`config.mk`:
```
export PLATFORM = sky130hd
export DESIGN_NAME = sat_flag_alu
export DESIGN_NICKNAME = d
export VERILOG_FILES = /design/src/rtl/sat_alu_pkg.sv /design/src/rtl/sat_alu_immext.sv /design/src/rtl/sat_alu_addsub.sv /design/src/rtl/sat_alu_logic.sv /design/src/rtl/sat_flag_alu.sv
export SDC_FILE = /design/constraint.sdc
export NUM_CORES = 1
export LEC_CHECK = 0
export CAP_MARGIN = 20
export CELL_PAD_IN_SITES_DETAIL_PLACEMENT = 1
export CELL_PAD_IN_SITES_GLOBAL_PLACEMENT = 2
export CORE_MARGIN = 2
export CORE_UTILIZATION = 29
export CTS_CLUSTER_SIZE = 14
export DETAILED_ROUTE_END_ITERATION = 12
export DONT_BUFFER_PORTS = 1
export PLACE_DENSITY = 0.7
export RECOVER_POWER = 25
export SLEW_MARGIN = 20
export SYNTH_ARGS = -nofsm -noshare
export SYNTH_HDL_FRONTEND = slang
export SYNTH_HIERARCHICAL = 1
export SYNTH_SLANG_ARGS = --single-unit
```
`constraint.sdc`:
```
create_clock -name clk -period 6.4 [get_ports clk]
set_input_delay 1.28 -clock clk [delete_from_list [all_inputs] [get_ports clk]]
set_output_delay 1.28 -clock clk [all_outputs]
set_load 0.005 [all_outputs]
```
`src/rtl/sat_alu_pkg.sv`:
```
package sat_alu_pkg;

  localparam logic [3:0] OPC_ADD   = 4'd0;
  localparam logic [3:0] OPC_SUB   = 4'd1;
  localparam logic [3:0] OPC_RSUB  = 4'd2;
  localparam logic [3:0] OPC_CMP   = 4'd3;
  localparam logic [3:0] OPC_SADD  = 4'd4;
  localparam logic [3:0] OPC_SSUB  = 4'd5;
  localparam logic [3:0] OPC_SRSUB = 4'd6;
  localparam logic [3:0] OPC_AND   = 4'd7;
  localparam logic [3:0] OPC_OR    = 4'd8;
  localparam logic [3:0] OPC_XOR   = 4'd9;
  localparam logic [3:0] OPC_NOT   = 4'd10;
  localparam logic [3:0] OPC_TST   = 4'd11;

  localparam logic [1:0] IMK_S5  = 2'd0;
  localparam logic [1:0] IMK_S16 = 2'd1;

  localparam logic [1:0] LF_AND = 2'd0;
  localparam logic [1:0] LF_OR  = 2'd1;
  localparam logic [1:0] LF_XOR = 2'd2;
  localparam logic [1:0] LF_NOT = 2'd3;

  typedef struct packed {
    logic sat;
    logic ov;
    logic cy;
    logic s;
    logic z;
  } alu_flags_t;

endpackage

```
`src/rtl/sat_alu_immext.sv`:
```
module sat_alu_immext
  import sat_alu_pkg::*;
#(
  parameter int W      = 32,
  parameter int IMM_W  = 16,
  parameter int SIMM_W = 5
) (
  input  logic [1:0]       kind,
  input  logic [IMM_W-1:0] imm,
  output logic [W-1:0]     val
);
  localparam int SHORT_PAD = W - SIMM_W;
  localparam int LONG_PAD  = W - IMM_W;

  always_comb begin
    case (kind)
      IMK_S5:  val = {{SHORT_PAD{imm[SIMM_W-1]}}, imm[SIMM_W-1:0]};
      IMK_S16: val = {{LONG_PAD{imm[IMM_W-1]}}, imm};
      default: val = {{LONG_PAD{1'b0}}, imm};
    endcase
  end
endmodule

```
`src/rtl/sat_alu_addsub.sv`:
```
module sat_alu_addsub #(
  parameter int W = 32
) (
  input  logic [W-1:0] x,
  input  logic [W-1:0] y,
  input  logic         sub,
  output logic [W-1:0] sum,
  output logic [W-1:0] clamp,
  output logic         cy,
  output logic         ov
);
  localparam logic [W-1:0] POS_LIM = {1'b0, {(W-1){1'b1}}};
  localparam logic [W-1:0] NEG_LIM = {1'b1, {(W-1){1'b0}}};

  logic [W-1:0] y_eff;
  logic [W:0]   wide;

  always_comb begin
    y_eff = sub ? ~y : y;
    wide  = {1'b0, x} + {1'b0, y_eff} + {{W{1'b0}}, sub};
    sum   = wide[W-1:0];
    // carry out for add, borrow for subtract
    cy    = wide[W] ^ sub;
    ov    = (x[W-1] == y_eff[W-1]) && (sum[W-1] != x[W-1]);
    // on overflow the exact result carries the sign of x
    clamp = x[W-1] ? NEG_LIM : POS_LIM;
  end
endmodule

```
`src/rtl/sat_alu_logic.sv`:
```
module sat_alu_logic
  import sat_alu_pkg::*;
#(
  parameter int W = 32
) (
  input  logic [1:0]   fn,
  input  logic [W-1:0] x,
  input  logic [W-1:0] y,
  output logic [W-1:0] r
);
  always_comb begin
    case (fn)
      LF_AND:  r = x & y;
      LF_OR:   r = x | y;
      LF_XOR:  r = x ^ y;
      default: r = ~x;
    endcase
  end
endmodule

```
`src/rtl/sat_flag_alu.sv`:
```
module sat_flag_alu
  import sat_alu_pkg::*;
#(
  parameter int W      = 32,
  parameter int IMM_W  = 16,
  parameter int SIMM_W = 5
) (
  input  logic             clk,
  input  logic             rst,
  input  logic             in_valid,
  input  logic [3:0]       opc,
  input  logic [W-1:0]     opnd_a,
  input  logic [W-1:0]     opnd_b,
  input  logic             use_imm,
  input  logic [1:0]       imm_kind,
  input  logic [IMM_W-1:0] imm,
  output logic [W-1:0]     res_q,
  output logic             wr_q,
  output logic [4:0]       flg_q
);
  alu_flags_t   cur_f, nxt_f;
  logic [W-1:0] imm_val, op_first;
  logic [W-1:0] ax, ay, a_sum, a_clamp, a_final;
  logic         a_sub, a_cy, a_ov;
  logic [1:0]   l_fn;
  logic [W-1:0] l_res;
  logic [W-1:0] res_n;
  logic         wr_n;
  logic         and_imm16;

  sat_alu_immext #(.W(W), .IMM_W(IMM_W), .SIMM_W(SIMM_W)) u_imm (
    .kind (imm_kind),
    .imm  (imm),
    .val  (imm_val)
  );

  assign op_first  = use_imm ? imm_val : opnd_a;
  assign and_imm16 = use_imm && (imm_kind != IMK_S5);

  // operand routing: forward forms subtract the first operand from the second
  always_comb begin
    a_sub = !((opc == OPC_ADD) || (opc == OPC_SADD));
    if ((opc == OPC_SUB) || (opc == OPC_CMP) || (opc == OPC_SSUB)) begin
      ax = opnd_b;
      ay = op_first;
    end else begin
      ax = op_first;
      ay = opnd_b;
    end
  end

  sat_alu_addsub #(.W(W)) u_arith (
    .x     (ax),
    .y     (ay),
    .sub   (a_sub),
    .sum   (a_sum),
    .clamp (a_clamp),
    .cy    (a_cy),
    .ov    (a_ov)
  );

  always_comb begin
    case (opc)
      OPC_OR:  l_fn = LF_OR;
      OPC_XOR: l_fn = LF_XOR;
      OPC_NOT: l_fn = LF_NOT;
      default: l_fn = LF_AND;
    endcase
  end

  sat_alu_logic #(.W(W)) u_logic (
    .fn (l_fn),
    .x  (op_first),
    .y  (opnd_b),
    .r  (l_res)
  );

  assign a_final = a_ov ? a_clamp : a_sum;

  always_comb begin
    nxt_f = cur_f;
    res_n = res_q;
    wr_n  = 1'b0;
    if (in_valid) begin
      case (opc)
        OPC_ADD, OPC_SUB, OPC_RSUB, OPC_CMP: begin
          nxt_f.z  = (a_sum == '0);
          nxt_f.s  = a_sum[W-1];
          nxt_f.cy = a_cy;
          nxt_f.ov = a_ov;
          if (opc != OPC_CMP) begin
            res_n = a_sum;
            wr_n  = 1'b1;
          end
        end
        OPC_SADD, OPC_SSUB, OPC_SRSUB: begin
          nxt_f.z   = (a_final == '0);
          nxt_f.s   = a_final[W-1];
          nxt_f.cy  = a_cy;
          nxt_f.ov  = a_ov;
          nxt_f.sat = cur_f.sat | a_ov;
          res_n     = a_final;
          wr_n      = 1'b1;
        end
        OPC_AND, OPC_OR, OPC_XOR, OPC_NOT, OPC_TST: begin
          nxt_f.z  = (l_res == '0);
          nxt_f.s  = (opc == OPC_AND && and_imm16) ? 1'b0 : l_res[W-1];
          nxt_f.ov = 1'b0;
          if (opc != OPC_TST) begin
            res_n = l_res;
            wr_n  = 1'b1;
          end
        end
        default: ;
      endcase
    end
  end

  always_ff @(posedge clk) begin
    if (rst) begin
      cur_f <= '0;
      res_q <= '0;
      wr_q  <= 1'b0;
    end else begin
      cur_f <= nxt_f;
      res_q <= res_n;
      wr_q  <= wr_n;
    end
  end

  assign flg_q = cur_f;
endmodule

```
==> results summary <==
The run finished with clean final reports. The number of synthesized register bits came out at 38. Per report_power, the sequential group accounts for 18.5% of the total. The violation count after the first detailed-route iteration is 514. Once detailed placement completed, the half-perimeter wirelength came to roughly 21,000 um.

The total length of routed wires came out at 25,400 um. The die height came out at ~170 um. The part of the Yosys area used for sequential elements is slightly below 10%.

Compared with the post-synthesis result, the final layout area differs by -0.575%. The filler cell count in the final layout is around 3,300. The number of port buffers came out at 0.

The total via count after detailed routing came out at roughly 7,000. The number of setup buffers added after CTS is 0. The total die area came out at between 0.02 and 0.03 mm^2. The combinational fraction of design power came out at ~65%. The final layout contains around 1,100 nets. The H-tree was split into 2 levels. The internal power component came out at between 800 and 900 uW.

The quantity of hold-fixing buffers added after cts is 0. Counting along the longest clock path gives a buffer depth of 2. The initialized floorplan defines 60 standard-cell rows. The smallest hold slack came out at 497 ps.

The CTS buffer count came out at 5. The setup path with the least slack is of type primary input to flop. The combined area of all synthesized cells is between 0.007 and 0.008 mm^2. The post-CTS resize count came out at 0. The worst-margin pin slew is 895 ps. The synthesized design devotes to its leading area cell type 15.2% of total area. The global route total overflow came out at 0. The proportion of layout cells with a drive suffix above 1 came out at approximately 8%. Of all nets on the critical path, the largest fanout is 26. The final period utilization is between 80% and 90%.

Data arrives at the worst endpoint at slightly below 6000 ps. The placeable core region is 0.0267 mm^2. The power density over cell area is 198 mW/mm^2. The total global routing track utilization is roughly 18%. In this run, the clock network consumes approximately 16% of the power. The number of different library cells used by synthesis comes to a little under 70. The final total negative setup slack came out at 0 ps. The count of nets left with antenna violations once routing finished came out at 0.

The detailed-routing iteration count for the pre-antenna-repair pass is 9. The cell at the slowest stage of the critical path is fa_1. Setup violations remaining at the end of the flow were counted as 0.

The routed wire length per instance came out at roughly 20 um. The required arrival time at the worst endpoint came out at roughly 6600 ps. By area the synthesized netlist is led by ha_1 (15%), dfxtp_1 (9.7%), mux4_2 (8.3%). The routability congestion estimate is approximately 0.84. Each instance of the synthesized netlist takes up on average roughly 7.6 um^2. The count of max-cap constraint violations came out at 0.

Static timing analysis puts the maximum clock frequency at 179 MHz. The vias per cell is roughly 5.4. The type of destination of the critical path is a flop. The critical path goes through nand3b_1, buf_4, o21ai_0, mux2i_1, fa_1, nor2b_1, o211ai_2, a211oi_2, o21ai_1, o211ai_2, a31oi_1, xnor2_1, nor4_1, nand4_1, o32ai_1, nand4_1, o311ai_1. The cell sitting at the root of the clock tree is a clkbuf_16. The post-layout worst setup margin is 824 ps.

The latest clock arrival within the worst-skew pair is 280 ps. Entering global routing, the biggest net connects 66 pins. The worst slew slack as a fraction of its limit is between 40% and 50%. The number of global-route vias before repair came out at between 6,000 and 7,000. Yosys printed 6 warnings. CTS saw 38 sinks. The area of the multi-input gates came out at 0.00578 mm^2.

The delay of the slowest cell on the worst path is roughly 450 ps. The total power draw came out at 1540 uW. The net load switching power is ~730 uW.

The global-route wire length before repair is 40,000 um. IR analysis of the VDD net gives a maximum drop of 0.0797 mV. STA classifies the critical path startpoint as a primary input. The I/O pin count came out at roughly 130. The CTS tree is yes. The sequential cells in the finished layout cover a total of between 700 and 800 um^2. The min-delay analysis places its worst path in the category flop to flop. The number of pins exceeding their max-slew limit in the final report was 0. Among all flip-flop cells after synthesis, the most frequent one is dfxtp_1. The worst clock skew on the final layout came out at 0 ps. The cell count after synthesis came out at 1,027. The share of flip-flops with an asynchronous set or reset after synthesis is 0%. The width of the die came out at approximately 170 um. The number of enable flip-flop cells after synthesis came out at 0.

Net switching is ~48% of the power. The number of DRC violations after detailed routing came out at 0. The starting density of the core came out at around 30%. The clock transition at the registers of the reported paths is around 60 ps. ha_1 takes more of the synthesized area than any other cell. The initial antenna violation count is 0. The time the final worst path needs with I/O delays and setup came out at ~5600 ps.

The static leakage power came out at 0.00346 uW. The number of nets in the synthesized netlist is around 1,200. The final hold violation count is 0. The worst slack at placement came out at approximately 540 ps.

The number of inserted diodes came out at 0. Setup repair after global routing left no endpoint under its margin.
-- final timing paths --
path                            slack, ps                  start  cells after the start                     to
worst max-delay path                  820                 opc[3]                     17  flg_q[0]$_SDFFE_PP0P_
worst min-delay path                  500  flg_q[4]$_SDFFE_PP0P_                      2  flg_q[4]$_SDFFE_PP0P_
worst max register to register       5340  flg_q[0]$_SDFFE_PP0P_                      4  flg_q[0]$_SDFFE_PP0P_
worst min register to register        500  flg_q[4]$_SDFFE_PP0P_                      2  flg_q[4]$_SDFFE_PP0P_
-- critical path: cells and delay by family --
family | cells | cell delay [ps]
AND/OR/NAND/NOR | 5 | 1350
buffers and inverters | 1 | 340
AO/OA/AOI/OAI | 8 | 1900
multiplexers | 1 | 220
XOR/XNOR | 1 | 210
adder cells (fa/ha/maj) | 1 | 450
-- area by class of cell --
type / count / area share, %
clock buffers: 7 / 1.83
clock inverters: 1 / 0.0643
inverters: 142 / 6.85
multi-input cells: 732 / 74.2
flip-flops and latches: 38 / 9.77
well taps: 341 / 5.48
repair buffers: 17 / 1.80
-- cell usage after synthesis (3+ instances only) --
| cell | instances |
|---|---|
| buf_6 | 10 |
| buf_1 | 4 |
| o221ai_1 | 3 |
| inv_1 | 142 |
| a31oi_1 | 8 |
| buf_2 | 15 |
| nor4_1 | 21 |
| o21ai_0 | 59 |
| nand2_1 | 70 |
| nor2b_1 | 8 |
| xnor2_1 | 21 |
| buf_4 | 57 |
| nor2_1 | 91 |
| clkbuf_1 | 26 |
| nand3_1 | 16 |
| xor2_1 | 41 |
| o21a_1 | 4 |
| and2_1 | 5 |
| mux4_1 | 3 |
| a211oi_1 | 38 |
| a21oi_1 | 65 |
| dfxtp_1 | 38 |
| nor3_1 | 5 |
| a21o_1 | 13 |
| o211ai_1 | 5 |
| a222oi_1 | 33 |
| mux2i_1 | 35 |
| ha_1 | 95 |
| nand4_1 | 11 |
| o21ai_1 | 8 |
| mux4_2 | 29 |
-- kinds of logic after synthesis --
kind of cell	share of synthesized area, %
AO/OA/AOI/OAI	22.4
buffers and inverters	16.8
AND/OR/NAND/NOR	14.9
adder cells (fa/ha/maj)	15.4
multiplexers	13.8
XOR/XNOR	6.93
flip-flops	9.71
-- metrics by stage --
step / util (%) / area (um^2) / cells
2_1_floorplan: - / 7830 / 1027
3_3_place_gp: 28.6 / 7640 / 1270
3_5_place_dp: 28.6 / 7640 / 1270
4_1_cts: 29.1 / 7790 / 1278
5_1_grt: 29.1 / 7790 / 1278
6_report: 29.1 / 7790 / 1278
-- power by group through the flow --
stage	combinational [uW]	sequential, uW	clock, uW
2_1_floorplan	793	283	0
3_3_place_gp	985	290	0
3_5_place_dp	993	291	0
4_1_cts	1000	286	258
5_1_grt	1120	289	269
6_report	1010	285	251
-- placed cells by master (no fill, tap or decap), types with 8 or more instances in the layout --
cell      count
o21ai_1       8
nand3_1      16
nor2_1       88
a222oi_1     33
nand2_1      70
a21o_1       13
a211oi_1     38
inv_1       142
xnor2_1      21
nor4_1       21
mux2i_1      35
nor2b_1       8
a21oi_1      65
a31oi_1       8
buf_4        16
o21ai_0      59
xor2_1       41
dfxtp_1      38
ha_1         95
nand4_1      11
mux4_2       29
-- layer usage --
metal	part of all wire [%]	track usage, %
met1	50	25.5
met4	1.2	3.37
met2	43	27.8
met5	0	0
met3	6.0	3.64
-- sequential cells by signal, indices dropped and copies added, names as in the netlist --
name and cells:
res_q 32, wr_q 1, flg_q 5
Note: power is estimated with default switching activity, not from simulation.
